`config.mk`:
```
export PLATFORM = sky130hd
export DESIGN_NAME = pm_event_regs
export DESIGN_NICKNAME = d
export VERILOG_FILES = /design/src/rtl/pm_evt_pkg.sv /design/src/rtl/pm_tmr.sv /design/src/rtl/pm_ctl.sv /design/src/rtl/pm_sts.sv /design/src/rtl/pm_event_regs.sv
export SDC_FILE = /design/constraint.sdc
export NUM_CORES = 1
export LEC_CHECK = 0
export ABC_AREA = 1
export CORE_ASPECT_RATIO = 0.7
export CORE_MARGIN = 5
export CORE_UTILIZATION = 26
export CTS_BUF_LIST = sky130_fd_sc_hd__clkbuf_16
export DETAILED_ROUTE_END_ITERATION = 10
export PLACE_DENSITY_LB_ADDON = 0.08
export REMOVE_ABC_BUFFERS = 1
export SLEW_MARGIN = 25
export SYNTH_ARGS = -nofsm -noshare
export SYNTH_HDL_FRONTEND = slang
export SYNTH_HIERARCHICAL = 1
export SYNTH_SLANG_ARGS = --single-unit
```
`constraint.sdc`:
```
create_clock -name clk -period 5.3 [get_ports clk]
set_input_delay 0.795 -clock clk [delete_from_list [all_inputs] [get_ports clk]]
set_output_delay 0.795 -clock clk [all_outputs]
set_load 0.02 [all_outputs]
```
`src/rtl/pm_evt_pkg.sv`:
```
package pm_evt_pkg;

  localparam int REG_W = 16;
  typedef logic [REG_W-1:0] reg16_t;

  // Byte offsets inside the register window
  localparam logic [5:0] OFS_STS = 6'h00;
  localparam logic [5:0] OFS_EN  = 6'h02;
  localparam logic [5:0] OFS_CTL = 6'h04;
  localparam logic [5:0] OFS_TMR = 6'h08;

  // Status / enable bit positions
  localparam int B_TMR_OVF = 0;
  localparam int B_GLOBAL  = 5;
  localparam int B_BUTTON  = 8;
  localparam int B_ALARM   = 10;
  localparam int B_WAKE    = 15;

  // Control fields
  localparam int B_SLP_GO  = 13;
  localparam int SLP_TYP_L = 10;

  localparam logic [2:0] TYP_OFF = 3'd0;
  localparam logic [2:0] TYP_RAM = 3'd1;

  localparam reg16_t IRQ_MASK = reg16_t'((1 << B_ALARM) | (1 << B_BUTTON) |
                                         (1 << B_GLOBAL) | (1 << B_TMR_OVF));
  localparam reg16_t RAM_SET  = reg16_t'((1 << B_WAKE) | (1 << B_BUTTON));

endpackage

```
`src/rtl/pm_tmr.sv`:
```
module pm_tmr #(
  parameter int TMR_W = 24
) (
  input  logic             clk,
  input  logic             rst_n,
  input  logic             tick,
  input  logic             rearm,
  output logic [TMR_W-1:0] cnt_q,
  output logic             ovf_evt
);

  localparam logic [TMR_W-1:0] HALF  = {1'b1, {(TMR_W-1){1'b0}}};
  localparam logic [TMR_W-1:0] LOW_M = {1'b0, {(TMR_W-1){1'b1}}};

  logic [TMR_W-1:0] cnt_nxt;
  logic [TMR_W-1:0] arm_q, arm_nxt;
  logic [TMR_W-1:0] bumped;

  always_comb begin
    bumped  = cnt_q + HALF;
    cnt_nxt = tick ? cnt_q + 1'b1 : cnt_q;
    ovf_evt = tick && (cnt_nxt == arm_q);
    arm_nxt = rearm ? (bumped & ~LOW_M) : arm_q;
  end

  always_ff @(posedge clk or negedge rst_n) begin
    if (!rst_n) begin
      cnt_q <= '0;
      arm_q <= '1;
    end else begin
      cnt_q <= cnt_nxt;
      arm_q <= arm_nxt;
    end
  end

  // the count steps by one per tick and holds otherwise
  p_tmr_step_r2: assert property (@(posedge clk) disable iff (!rst_n)
    tick |=> (cnt_q == TMR_W'($past(cnt_q) + 1'b1)));
  p_tmr_hold_r2: assert property (@(posedge clk) disable iff (!rst_n)
    !tick |=> $stable(cnt_q));
  // a re-armed point always sits on a half-range boundary
  p_arm_edge_r5: assert property (@(posedge clk) disable iff (!rst_n)
    rearm |=> ((arm_q & LOW_M) == '0));

endmodule

```
`src/rtl/pm_ctl.sv`:
```
module pm_ctl
  import pm_evt_pkg::*;
(
  input  logic   clk,
  input  logic   rst_n,
  input  logic   en_we,
  input  logic   ctl_we,
  input  reg16_t wdata,
  output reg16_t en_q,
  output reg16_t ctl_q,
  output logic   ram_req,
  output logic   off_p,
  output logic   ram_p
);

  reg16_t     en_nxt, ctl_nxt;
  logic       go;
  logic [2:0] typ;
  logic       off_req;

  always_comb begin
    go      = ctl_we && wdata[B_SLP_GO];
    typ     = wdata[SLP_TYP_L +: 3];
    off_req = go && (typ == TYP_OFF);
    ram_req = go && (typ == TYP_RAM);
    en_nxt  = en_we ? wdata : en_q;
    ctl_nxt = ctl_q;
    if (ctl_we) begin
      ctl_nxt           = wdata;
      ctl_nxt[B_SLP_GO] = 1'b0;
    end
  end

  always_ff @(posedge clk or negedge rst_n) begin
    if (!rst_n) begin
      en_q  <= '0;
      ctl_q <= '0;
      off_p <= 1'b0;
      ram_p <= 1'b0;
    end else begin
      en_q  <= en_nxt;
      ctl_q <= ctl_nxt;
      off_p <= off_req;
      ram_p <= ram_req;
    end
  end

  // at most one sleep request at a time, each only one cycle long
  p_one_req_r7: assert property (@(posedge clk) disable iff (!rst_n)
    $onehot0({off_p, ram_p}));
  p_off_short_r7: assert property (@(posedge clk) disable iff (!rst_n)
    (off_p && !$past(off_req)) |-> 1'b0);
  p_ram_short_r7: assert property (@(posedge clk) disable iff (!rst_n)
    (ram_p && !$past(ram_req)) |-> 1'b0);

endmodule

```
`src/rtl/pm_sts.sv`:
```
module pm_sts
  import pm_evt_pkg::*;
(
  input  logic   clk,
  input  logic   rst_n,
  input  logic   clr_we,
  input  reg16_t clr_mask,
  input  reg16_t ev_set,
  input  logic   ovf_evt,
  input  logic   ram_req,
  input  reg16_t en_q,
  output reg16_t sts_q,
  output logic   rearm,
  output logic   sci
);

  reg16_t sts_nxt;
  reg16_t set_v;

  always_comb begin
    set_v = ev_set;
    if (ovf_evt) set_v[B_TMR_OVF] = 1'b1;
    if (ram_req) set_v = set_v | RAM_SET;
    sts_nxt = clr_we ? (sts_q & ~clr_mask) : sts_q;
    sts_nxt = sts_nxt | set_v;
    rearm   = clr_we && sts_q[B_TMR_OVF] && clr_mask[B_TMR_OVF];
    sci     = |(sts_q & en_q & IRQ_MASK);
  end

  always_ff @(posedge clk or negedge rst_n) begin
    if (!rst_n) sts_q <= '0;
    else        sts_q <= sts_nxt;
  end

  // bits written as one are clear after the write when nothing sets them
  p_w1c_r3: assert property (@(posedge clk) disable iff (!rst_n)
    (clr_we && (ev_set == '0) && !ovf_evt && !ram_req) |=>
      ((sts_q & $past(clr_mask)) == '0));
  // an event input always leaves its bit set
  p_set_wins_r11: assert property (@(posedge clk) disable iff (!rst_n)
    (ev_set != '0) |=> ((sts_q & $past(ev_set)) == $past(ev_set)));

endmodule

```
`src/rtl/pm_event_regs.sv`:
```
module pm_event_regs
  import pm_evt_pkg::*;
#(
  parameter int DATA_W = 32,
  parameter int ADDR_W = 6,
  parameter int TMR_W  = 24
) (
  input  logic              clk,
  input  logic              rst_n,
  input  logic              io_en,
  input  logic              req_valid,
  input  logic              req_write,
  input  logic [ADDR_W-1:0] req_addr,
  input  logic [DATA_W-1:0] req_wdata,
  output logic [DATA_W-1:0] rd_data,
  input  logic              tmr_tick,
  input  logic [15:0]       ev_set,
  output logic              sci,
  output logic              soft_off_p,
  output logic              suspend_p,
  output logic              plat_rst_p
);

  localparam logic [ADDR_W-1:0] A_STS = ADDR_W'(OFS_STS);
  localparam logic [ADDR_W-1:0] A_EN  = ADDR_W'(OFS_EN);
  localparam logic [ADDR_W-1:0] A_CTL = ADDR_W'(OFS_CTL);
  localparam logic [ADDR_W-1:0] A_TMR = ADDR_W'(OFS_TMR);

  // Reset: asserted asynchronously, released on a clock edge
  logic [1:0] rst_sync_q;
  logic       rst_sync_n;

  always_ff @(posedge clk or negedge rst_n) begin
    if (!rst_n) rst_sync_q <= 2'b00;
    else        rst_sync_q <= {rst_sync_q[0], 1'b1};
  end
  assign rst_sync_n = rst_sync_q[1];

  // Request decode
  logic   acc, wr, rd;
  logic   sts_we, en_we, ctl_we;
  reg16_t wdata16;
  logic   unused_wdata;

  always_comb begin
    acc     = req_valid && io_en;
    wr      = acc && req_write;
    rd      = req_valid && !req_write;
    sts_we  = wr && (req_addr == A_STS);
    en_we   = wr && (req_addr == A_EN);
    ctl_we  = wr && (req_addr == A_CTL);
    wdata16 = req_wdata[REG_W-1:0];
  end
  assign unused_wdata = ^req_wdata[DATA_W-1:REG_W];

  // Sub-blocks
  logic [TMR_W-1:0] cnt_q;
  logic             ovf_evt, rearm, ram_req, off_p, ram_p;
  reg16_t           sts_q, en_q, ctl_q;

  pm_tmr #(.TMR_W(TMR_W)) u_tmr (
    .clk     (clk),
    .rst_n   (rst_sync_n),
    .tick    (tmr_tick),
    .rearm   (rearm),
    .cnt_q   (cnt_q),
    .ovf_evt (ovf_evt)
  );

  pm_ctl u_ctl (
    .clk     (clk),
    .rst_n   (rst_sync_n),
    .en_we   (en_we),
    .ctl_we  (ctl_we),
    .wdata   (wdata16),
    .en_q    (en_q),
    .ctl_q   (ctl_q),
    .ram_req (ram_req),
    .off_p   (off_p),
    .ram_p   (ram_p)
  );

  pm_sts u_sts (
    .clk      (clk),
    .rst_n    (rst_sync_n),
    .clr_we   (sts_we),
    .clr_mask (wdata16),
    .ev_set   (ev_set),
    .ovf_evt  (ovf_evt),
    .ram_req  (ram_req),
    .en_q     (en_q),
    .sts_q    (sts_q),
    .rearm    (rearm),
    .sci      (sci)
  );

  // Registered read path
  logic [DATA_W-1:0] rd_nxt;

  always_comb begin
    rd_nxt = rd_data;
    if (rd) begin
      rd_nxt = '1;
      if (io_en) begin
        unique case (req_addr)
          A_STS:   rd_nxt = DATA_W'(sts_q);
          A_EN:    rd_nxt = DATA_W'(en_q);
          A_CTL:   rd_nxt = DATA_W'(ctl_q);
          A_TMR:   rd_nxt = DATA_W'(cnt_q);
          default: rd_nxt = '1;
        endcase
      end
    end
  end

  always_ff @(posedge clk or negedge rst_sync_n) begin
    if (!rst_sync_n) rd_data <= '0;
    else             rd_data <= rd_nxt;
  end

  assign soft_off_p = off_p;
  assign suspend_p  = ram_p;
  assign plat_rst_p = ram_p;

  // gated reads float to all ones
  p_gate_rd_r8: assert property (@(posedge clk) disable iff (!rst_sync_n)
    (req_valid && !req_write && !io_en) |=> (rd_data == '1));
  // gated writes raise no sleep request
  p_gate_wr_r8: assert property (@(posedge clk) disable iff (!rst_sync_n)
    (!(req_valid && io_en)) |=> !(soft_off_p || suspend_p));
  // holes in the window read as all ones
  p_hole_r9: assert property (@(posedge clk) disable iff (!rst_sync_n)
    (req_valid && !req_write && io_en && req_addr != A_STS &&
     req_addr != A_EN && req_addr != A_CTL && req_addr != A_TMR)
      |=> (rd_data == '1));

endmodule

```
==> run summary, run 1 <==
Static timing analysis puts the maximum clock frequency at 337 MHz. The startpoint identified for the worst hold timing path is rst_sync_q[0]. The first detailed-routing pass took 4 iterations. The number of different library cells used by synthesis comes to 31. TritonCTS built the clock tree. The worst flop-to-flop path startpoint was u_tmr/cnt_q[0]. For this run, design rule violations remaining after detail routing come to 0.

The floorplan step set the die height to 135 um. Relative to the synthesized area, the layout overhead comes to 19.2%. The clock network is responsible for 38.7% of the overall power. For hold timing, the worst endpoint is rst_sync_q[1].

The maximum clock insertion buffer count is 2. The synthesized flop and latch total came out at 102. Detail-routed via count per cell: 4.51.

The number of standard-cell rows in the floorplan is 45. The wire-length estimate of the detail-placed layout is 11600 um. Clock skew on the completed layout was measured at 0.00963 ns. In this run, flip-flops and latches consume 47.0% of the power. The setup check on the worst reg-to-reg path leaves a slack of 3.20 ns. The final period utilization is 56.1%, and the area fraction of the dominant cell type after synthesis is 42.8%.

The worst path in the final design needs a cycle of 2.97 ns, including I/O delays and setup. The number of antenna violations at the first check in global routing was 0; the number of gates given a new drive strength after cts was 0. The worst setup path is of the input port to flop kind. The cell-internal power is 1.34 mW. Combinational logic is responsible for 14.3% of the overall power.

The root buffer cell chosen for the clock tree is clkbuf_16. The end of the worst register-to-register path is u_sts/sts_q[0]. STA classifies the critical path endpoint as a flop. The data arrival time of the critical path came out at 3.23 ns. The wire length of the first global-routing pass is 27400 um, and the aggregate routed wire length is 16700 um. The tools report the sum of overflow across all layers after global routing as 0.

The run finished with clean final reports. The remaining antenna violation count after routing was 0. Setup repair after global routing left no endpoint under its margin. Static leakage: 3.21 nW. The final number of max-transition violations came out at 0. Power spread over the standard cell area amounts to 270 nW/um^2.

Each instance of the synthesized netlist takes up on average 7.39 um^2. In this run the tool buffered the top-level ports with 79 buffer cells. Count of cells along the worst hold path: 0.

The tools report the core occupancy in the finished layout as 31.8%. The tool flagged a number of max-cap violations equal to 0. The share of cells above drive strength 1 is 8.89%, and the cell area after synthesis is 5850 um^2. Routability-driven placement finished with a final weighted congestion of 0.787. Global routing used 13.5% of the available tracks. The worst register-to-register path has a depth of 15.

In the synthesized netlist, the number of instances is 791. The critical-path maximum fanout is 26. Entering global routing, the biggest net connects 59 pins. The final hold violation count was 0.

The logs give 43.7% for the register area share after synthesis and 5019 for the total via count in the routed design. The maximum ir drop on the vdd rail is 0.174 mV. After the first detailed-routing iteration, the DRC count stood at 364. At the worst endpoint, the required time is 5.56 ns. In the final routed layout, each cell accounts on average for 15.0 um.

In this run the standard cell core region covers 21900 um^2. The later pin in the worst-skew pair is clocked with a latency of 0.36 ns. Net switching is 28.9% of the power.

In the final design database the tool counted 888 nets. The cts-stage hold buffer count was 0; the clock-pin slew on the worst setup and hold paths was 0.08 ns. By area the synthesized netlist is led by dfrtp_1, nand2_1, nand4_1, inv_1, nor2_1. At the pin with the least slew margin, the transition time is 0.929 ns. The completed layout was analyzed and its total power is 1.88 mW. The reported net switching power is 0.543 mW, and the area enclosed by the die boundary is 25600 um^2.

Buffers inserted during clock tree synthesis total 9. The accumulated negative setup slack is 0 ns. The number of global-route vias before repair is 5038. The worst setup path is launched from an input port.

The H-tree was split into 3 levels. Of all cell types, the one taking the most synthesized area is dfrtp_1. For this configuration, the core starts out at a cell density of 26.7%. The total setup buffers inserted after CTS came out at 0.

The worst hold path belongs to the class flop to flop. The setup violation total in the final timing report was 0; the worst max-slew margin expressed relative to the limit was 38.0%. The tools report the TritonCTS sink count as 102.

Yosys printed 6 warnings. From left edge to right edge, the die measures 189 um. 0 antenna diodes ended up in the layout. The tools report the number of placed I/O pins as 96.
## worst max-delay path by stage
stage / start / to / depth (start not counted)
6_report: req_valid / rd_data[18] / 8
5_1_grt: req_valid / rd_data[18] / 8
4_1_cts: req_valid / rd_data[20] / 8
3_5_place_dp: req_valid / rd_data[18] / 8
3_3_place_gp: req_valid / rd_data[20] / 8
2_1_floorplan: req_addr[5] / u_sts/sts_q[15] / 7
## worst max-delay path: stages
cell	delay, ns
clkdlybuf4s50_1	0.48
nand2_1	0.05
inv_1	0.67
nand2_1	0.22
a21oi_4	0.67
o21ai_0	0.22
nand2_1	0.10
inv_1	0.04
## layout make-up
cell class	count	area [um^2]
sequential	102	2560
timing repair buffer	88	858
tap	282	353
clock buffer	9	225
inverter	105	394
clock inverter	7	88.8
multi-input combinational	521	2490
fill	2338	14900
## state kept, by name, indices dropped and copies added (netlist names)
register     count
u_tmr/arm_q      2
rd_data         25
rst_sync_q       2
u_ctl/off_p      1
u_ctl/ctl_q     15
u_ctl/en_q      16
u_sts/sts_q     16
u_tmr/cnt_q     24
u_ctl/ram_p      1
## cell usage after synthesis (all sizes together)
library cell,instances
dfstp,2
clkbuf,10
conb,2
o21bai,2
nand2,236
inv,104
nor3,2
ha,1
a21oi,23
clkinv,1
nand4,71
xor2,1
nor2,102
or2,8
nand3,27
buf,53
o21ai,37
nand3b,9
dfrtp,100
## per-stage QoR
step | instances | instance area [um^2] | hold WS, ns | setup slack [ns]
2_1_floorplan | 728 | 5420 | 0.331 | 1.59
3_3_place_gp | 1098 | 6650 | 0.338 | 1.87
3_5_place_dp | 1098 | 6650 | 0.343 | 1.86
4_1_cts | 1114 | 6970 | 0.357 | 2.23
5_1_grt | 1114 | 6970 | 0.369 | 2.00
6_report | 1114 | 6970 | 0.353 | 2.33
## per-layer routing
metal,GRT usage (%),share of wire [%]
met5,0,0
met4,3.29,1.0
met3,3.12,5.4
met2,20.3,41
met1,19.8,52
## cells by family after synthesis
| logic type | synth area share [%] |
|---|---|
| other | 0.128 |
| adder cells (fa/ha/maj) | 0.214 |
| buffers and inverters | 14.0 |
| AO/OA/AOI/OAI | 5.59 |
| flip-flops | 43.7 |
| AND/OR/NAND/NOR | 36.2 |
| XOR/XNOR | 0.150 |
## cell usage in the layout (no fill, tap or decap), types with 4 or more instances in the layout
cell and instances:
buf_4 9, nor2_1 85, or2_2 8, clkdlybuf4s50_1 79, nand3b_1 9, nor2_4 8
nand2_1 221, o21ai_1 4, nor2_2 7, nand2_2 14, a21oi_1 22, nand4_1 71
o21ai_0 33, inv_1 99, nand3_1 26, dfrtp_1 99, clkbuf_16 9, inv_2 6
## power by group through the flow
stage / combinational (mW) / sequential (mW) / clock (mW)
3_3_place_gp: 0.266 / 0.900 / 0
3_5_place_dp: 0.271 / 0.901 / 0
2_1_floorplan: 0.151 / 0.897 / 0
6_report: 0.269 / 0.884 / 0.728
5_1_grt: 0.302 / 0.895 / 0.788
4_1_cts: 0.272 / 0.886 / 0.760
(Power assumes the default switching activity.)
==> inputs of run 2 (changes only) <==
- clock period: 5.3 -> 2.6 ns (I/O delays scaled with it)
==> run 2 against run 1 <==
Compared with the run above:
- count of clock-buffer cells in the layout unchanged
- sequential power grew 100%
- highest routed layer unchanged
- global-route usage decreased by 0.11 points
- largest cell class unchanged
==> run summary, run 2 (synthesis results as in run 1) <==
The largest net degree at the start of global routing was 61 (was 59). The top routing layer in use was met4 (unchanged). The clock skew is 0.0125 ns (was 0.00963 ns), and the wire length on met3 is 794 um (was 901 um). TritonCTS built the clock tree. The final number of max-transition violations was 0 (unchanged); the total power per unit cell area was 524 nW/um^2 (was 270 nW/um^2).

The max-cap violation count was 0 (unchanged). The buffer type at the clock tree root is clkbuf_16 (unchanged). For the area used by multi-input combinational logic, the log shows 2490 um^2 (unchanged). The run gives 894 (was 888) as the layout net count. The run gives 0 (unchanged) as the number of gates given a new drive strength after cts. Setup repair after global routing left no endpoint under its margin.

The logs give 470 MHz for the maximum operating frequency and 0.278 mV (was 0.174 mV) for the maximum ir drop on the vdd rail. Clock period minus final worst setup slack: 2.13 ns. Top library cells by usage in the layout, fill and taps aside: nand2_1, dfrtp_1, inv_1 (was nand2_1, inv_1, dfrtp_1). Number of placed I/O pins: 96 (unchanged). The die span in x is 189 um (unchanged).

Data required time at the worst endpoint: 2.89 ns (was 5.56 ns). The final critical path takes up 81.8% of the cycle. The flip-flop count of the largest register, all copies and words added was 25 (unchanged); the share of cells above drive strength 1 was 9.79% (was 8.89%). The remaining antenna violation count after routing is 0 (unchanged), and the overall global routing resource usage is 13.4% (was 13.5%). The tools report the first-iteration detailed-routing DRC count as 352 (was 364). The count of input and output buffers was 79 (unchanged); the data arrival time of the critical path was 2.42 ns (was 3.23 ns).

Leading cell type in the layout, fill and taps excluded: nand2_1 (unchanged). The run gives 12000 um (was 11600 um) as the half-perimeter wire length of the detailed placement result. The DRC violation count after routing is 0 (unchanged), and the number of inserted filler cells in the final layout is 2355 (was 2338). The flow ran to the end, and the final reports show no timing, DRC or antenna violations. The tools report the area enclosed by the die boundary as 25600 um^2 (unchanged). The core occupancy in the finished layout came out at 32.2% (was 31.8%).

The sum of overflow across all layers after global routing was 0 (unchanged); the total setup buffers inserted after CTS was 0 (unchanged). The total iterations of the first detailed-routing run was 5 (was 4); the wire length of the first global-routing pass was 27100 um (was 27400 um). The register ranked first by flip-flop count is rd_data (unchanged). The class of the tightest hold or removal check was input port to async pin (was flop to flop). Static leakage: 3.23 nW (was 3.21 nW).

The diode insertion count for antenna repair was 0 (unchanged). For the number of clock buffers inserted by TritonCTS, the log shows 9 (unchanged). The TritonCTS sink count came out at 102 (unchanged). For the maximum clock insertion buffer count, the log shows 2 (unchanged). The setup violation total in the final timing report came out at 0 (unchanged). For the filler-free cell count of the finished design, the log shows 1120 (was 1114). For the total via count in the routed design, the log shows 5035 (was 5019).

The detail-routed via count per cell was 4.50 (was 4.51); the layout-stage area growth over the synthesis result was 20.5% (was 19.2%). The later-pin clock latency in the skew report came out at 0.36 ns (about the same). The critical path class was input port to flop (unchanged). The total placed cells including tap cells was 1104 (was 1098).

The run gives 0 (unchanged) as the final hold violation count. The critical-path maximum fanout was 8 (was 26). The height of the die is 135 um (unchanged). The clock-pin slew on the worst setup and hold paths is 0.07 ns (was 0.08 ns).

For the routability-driven placement congestion ratio, the log shows 0.811 (was 0.787). The tools report the kind of capture point of the worst setup path as a flop (unchanged). The cts-stage hold buffer count came out at 0 (unchanged). The type of element launching the critical path was an input port (unchanged). The logs give 0 (unchanged) for the number of antenna violations at the first check in global routing and 26.7% (unchanged) for the effective utilization at floorplan. The H-tree level count is 3 (unchanged), and the total power is 3.69 mW (was 1.88 mW). The number of standard-cell rows in the floorplan was 45 (unchanged).

The routed length per instance came out at 15.0 um (about the same). The aggregate routed wire length is 16800 um (was 16700 um), and the core box area is 21900 um^2 (unchanged). The run gives 6900 um (was 6940 um) as the met2 wirelength from detailed routing. Accumulated negative setup slack: 0 ns (unchanged). Biggest regs: rd_data: 25 flops, u_tmr/cnt_q: 24 flops (unchanged). The run gives 4857 (was 5038) as the number of global-route vias before repair. The tools report the length of routed wiring on met1 as 8960 um (was 8720 um). Sequential standard cell area: 2560 um^2 (unchanged).
[run 2: cell types whose count changed in the layout (fill, tap and decap cells not counted), sizes merged]
cell and delta:
buf +6, bufinv -2, clkinv +1, clkinvlp +1
[run 2: area by class of cell]
class	instances	area share (%)
clock buffer	9	3.20
clock inverter	7	0.817
inverter	105	5.60
multi-input combinational	521	35.3
sequential	102	36.3
tap	282	5.01
timing repair buffer	94	13.7
[run 2: path summary, 6_finish.rpt]
| kind | start | end | slack (ns) | cells past startpoint |
|---|---|---|---|---|
| worst max-delay path | tmr_tick | u_sts/sts_q[0] | 0.47 | 15 |
| worst min-delay path | rst_n | rst_sync_q[0] | 0.19 | 1 |
| worst max register to register | u_tmr/cnt_q[0] | u_sts/sts_q[0] | 0.53 | 15 |
| worst min register to register | rst_sync_q[1] | u_ctl/en_q[13] | 0.21 | 0 |
| max in group asynchronous | rst_sync_q[1] | u_tmr/arm_q[22] | 1.68 | 1 |
| min in group clk | rst_sync_q[0] | rst_sync_q[1] | 0.36 | 0 |
[run 2: per-stage QoR]
step | setup WS, ns | cell area, um^2 | hold WS [ns]
2_1_floorplan | -0.701 | 5420 | 0.0944
3_3_place_gp | 0.164 | 6760 | 0.216
3_5_place_dp | 0.112 | 6760 | 0.215
4_1_cts | 0.486 | 7040 | 0.174
5_1_grt | 0.268 | 7040 | 0.179
6_report | 0.473 | 7040 | 0.185
[run 2: critical path, stage by stage]
cell             delay, ns
clkdlybuf4s50_1       0.59
nand2_2               0.14
nor2_4                0.20
nand2_4               0.10
nor2_8                0.16
nand4_1               0.13
nand2_1               0.11
nand2_1               0.05
nor2_1                0.16
nand2_1               0.07
nand2_1               0.09
inv_2                 0.04
nor2_2                0.07
nor2_1                0.05
nand2_1               0.06
[run 2: power breakdown]
part           internal [mW]  total [mW]  switching, mW
sequential              1.68        1.79          0.105
clock                  0.662        1.33          0.665
combinational          0.211       0.573          0.362
[run 2: per-layer routing]
| layer | vias up | global-route usage (%) |
|---|---|---|
| li1 | 2563 | - |
| met1 | 2346 | 20.4 |
| met2 | 115 | 19.3 |
| met3 | 11 | 3.17 |
| met4 | 0 | 2.93 |
| met5 | - | 0 |
==> inputs of run 3 (changes only) <==
- clock period: 2.6 -> 2.01 ns (I/O delays scaled with it)
==> run 3 against run 2 <==
Compared with the run above:
- total power is 40% higher
- design area grew 7.7%
- critical path depth did not move
- largest cell class is now multi-input combinational cells
- sequential cell count stayed put
- highest routed layer unchanged
- worst setup slack lost 0.40 ns
- final cell count up 4.4%
- via count grew 5.7%
- non-clock buffer count up 49
- critical endpoint unchanged
- wire length up 4.8%
- first-iteration DRC count down 39%
==> run summary, run 3 (synthesis results as in run 1) <==
The logs give 3.54 nW (was 3.23 nW) for the static leakage and 13.8% (was 13.4%) for the overall global routing resource usage. The run gives 0 (unchanged) as the cts-stage hold buffer count. The logs give 26.7% (unchanged) for the effective utilization at floorplan and 28000 um (was 27100 um) for the wire length of the first global-routing pass. TritonCTS built the clock tree.

The tools report the setup violation total in the final timing report as 0 (unchanged). Dividing the final minimum period by the clock period gives 96.2%. Leading cell type in the layout, fill and taps excluded: nand2_1 (unchanged). The clock-pin slew on the worst setup and hold paths works out to 0.07 ns (about the same). The run gives 17600 um (was 16800 um) as the aggregate routed wire length. The total power per unit cell area works out to 679 nW/um^2 (was 524 nW/um^2).

Class of the tightest hold or removal check: input port to async pin (unchanged). The number of global-route vias before repair was 5207 (was 4857); the detail-routed via count per cell was 4.55 (was 4.50). The logs give 18.8% (was 15.5%) for the logic gate share of total power and 36.3% (was 36.0%) for the clock share of power. The critical-path maximum fanout is 7 (was 8), and the H-tree level count is 3 (unchanged).

The routability-driven placement congestion ratio was 0.831 (was 0.811); the total via count in the routed design was 5323 (was 5035). For the half-perimeter wire length of the detailed placement result, the log shows 13000 um (was 12000 um). The area enclosed by the die boundary was 25600 um^2 (unchanged); the flip-flop count of the largest register, all copies and words added was 25 (unchanged). Critical path class: flop to flop (was input port to flop).

The height of the die is 135 um (unchanged), and the maximum ir drop on the vdd rail is 0.393 mV (was 0.278 mV). The flow ran to the end, and the final reports show no timing, DRC or antenna violations. The routed length per instance was 15.1 um (was 15.0 um). The number of clock buffers inserted by TritonCTS was 9 (unchanged). The maximum operating frequency is 517 MHz, and the share of cells above drive strength 1 is 17.4% (was 9.79%).

The switching portion of total power works out to 30.4% (was 30.7%). For the number of inserted filler cells in the final layout, the log shows 2301 (was 2355). The run gives 47 (was 61) as the largest net degree at the start of global routing. The clock skew is 0.0101 ns (was 0.0125 ns), and the max-cap violation count is 0 (unchanged). The tools report the buffer type at the clock tree root as clkbuf_16 (unchanged).

The tools report the TritonCTS sink count as 102 (unchanged). For the finished layout, the period the worst path requires is 1.93 ns. The run gives -0.318 ns (was 0.112 ns) as the worst slack after detailed placement. The register ranked first by flip-flop count is rd_data (unchanged). The tools report the type of element launching the critical path as a flop (was an input port).

Top library cells by usage in the layout, fill and taps aside: nand2_1, inv_1, dfrtp_1 (was nand2_1, dfrtp_1, inv_1). The data required time at the worst endpoint was 2.30 ns (was 2.89 ns). The kind of capture point of the worst setup path is a flop (unchanged). The reported net switching power was 1.56 mW (was 1.13 mW). For the proportion of power drawn by flip-flops and latches, the log shows 44.9% (was 48.5%).

The run gives 943 (was 894) as the layout net count. Setup slack after layout: 0.0767 ns (was 0.473 ns). The run gives 0 (unchanged) as the DRC violation count after routing. The diode insertion count for antenna repair was 0 (unchanged).

For the accumulated negative setup slack, the log shows 0 ns (unchanged). The number of antenna violations at the first check in global routing was 0 (unchanged). The run gives 0 (unchanged) as the remaining antenna violation count after routing. The later-pin clock latency in the skew report was 0.36 ns (about the same); the number of standard-cell rows in the floorplan was 45 (unchanged). The run gives 0 (unchanged) as the final number of max-transition violations. The logs give 96 (unchanged) for the number of placed I/O pins and 0 (unchanged) for the sum of overflow across all layers after global routing. The maximum clock insertion buffer count was 2 (unchanged); the first-iteration detailed-routing DRC count was 215 (was 352). Setup repair after global routing could not meet its margin everywhere. The final hold violation count is 0 (unchanged). The layout-stage area growth over the synthesis result is 29.8% (was 20.5%), and the cell-internal power is 3.59 mW (was 2.56 mW). The total iterations of the first detailed-routing run was 5 (unchanged). Biggest regs: rd_data: 25 flops, u_tmr/cnt_q: 24 flops (unchanged).

The run gives 2.23 ns (was 2.42 ns) as the data arrival time of the critical path. The count of input and output buffers was 79 (unchanged); the die span in x was 189 um (unchanged). The core box area is 21900 um^2 (unchanged).
==> run 3: changes by cell type in the layout (fill, tap and decap cells not counted), moves of 2 or more <==
cell	change
dfrtp_2	+2
inv_6	+3
buf_12	+4
nand2_1	-6
buf_4	+44
nor2_2	+8
dfrtp_1	-2
nand2_4	+2
nor2_1	-11
clkinvlp_4	-2
nor2_4	+3
nand2_2	+4
==> run 3: worst paths after layout <==
path                                     start         endpoint  slack, ns  cells past startpoint
worst min-delay path                     rst_n    rst_sync_q[1]       0.11                      1
min in group clk                 rst_sync_q[0]    rst_sync_q[1]       0.35                      0
max in group asynchronous        rst_sync_q[1]  u_tmr/arm_q[22]       1.12                      1
worst max register to register  u_tmr/cnt_q[1]   u_sts/sts_q[0]       0.08                     15
worst max-delay path            u_tmr/cnt_q[1]   u_sts/sts_q[0]       0.08                     15
worst min register to register   rst_sync_q[1]  u_sts/sts_q[10]       0.23                      0
==> run 3: cell type report <==
type / instances / area (um^2) / share of cell area [%]
Multi-Input combinational cell: 521 / 2580 / 34.0
Sequential cell: 102 / 2560 / 33.8
Timing Repair Buffer: 143 / 1390 / 18.3
Inverter: 105 / 394 / 5.20
Tap cell: 282 / 353 / 4.65
Clock buffer: 9 / 225 / 2.97
Clock inverter: 7 / 78.8 / 1.04
==> run 3: per-layer routing <==
| layer | vias up | global-route usage (%) | part of all wire, % |
|---|---|---|---|
| met5 | - | 0 | 0 |
| met4 | 0 | 3.21 | 1.1 |
| met3 | 17 | 3.19 | 4.7 |
| met2 | 118 | 20.5 | 42 |
| met1 | 2530 | 20.3 | 53 |
| li1 | 2658 | - | - |
==> run 3: worst max-delay path, cell delays in order, from the launching register on <==
cell	delay, ns
dfrtp_1	0.38
ha_2	0.23
nand2_4	0.08
nor2_8	0.23
nand3_4	0.10
nor2_1	0.10
nand2_1	0.08
nand2_2	0.10
nand3_1	0.07
nor2_1	0.12
nand2_1	0.06
nand2_1	0.08
inv_2	0.04
nor2_2	0.11
nor2_1	0.05
nand2_1	0.05
==> run 3: power by group through the flow <==
stage | Clock (mW) | Sequential, mW | Combinational [mW]
2_1_floorplan | 0 | 2.36 | 0.399
3_3_place_gp | 0 | 2.36 | 0.843
3_5_place_dp | 0 | 2.37 | 0.851
4_1_cts | 1.94 | 2.32 | 0.891
5_1_grt | 1.99 | 2.33 | 1.07
6_report | 1.87 | 2.31 | 0.967
==> run 3: what timing repair did <==
| item | in CTS | in global routing |
|---|---|---|
| buffers inserted | 3 | 4 |
| pin swaps | 0 | 17 |
| resized for setup | 1 | 30 |
| endpoints found under the setup margin | 1 | 1 |
==> run 3: per-stage QoR <==
stage | instance area (um^2) | hold WS [ns] | utilization, % | std cells | total power [mW]
after floorplan | 5420 | 0.00591 | - | 728 | 2.76
after global placement | 7130 | 0.240 | 32.5 | 1146 | 3.21
after detailed placement | 7130 | 0.240 | 32.5 | 1146 | 3.22
after CTS | 7450 | 0.0931 | 34.0 | 1165 | 5.15
after global routing | 7580 | 0.0952 | 34.6 | 1169 | 5.40
final | 7580 | 0.105 | 34.6 | 1169 | 5.15
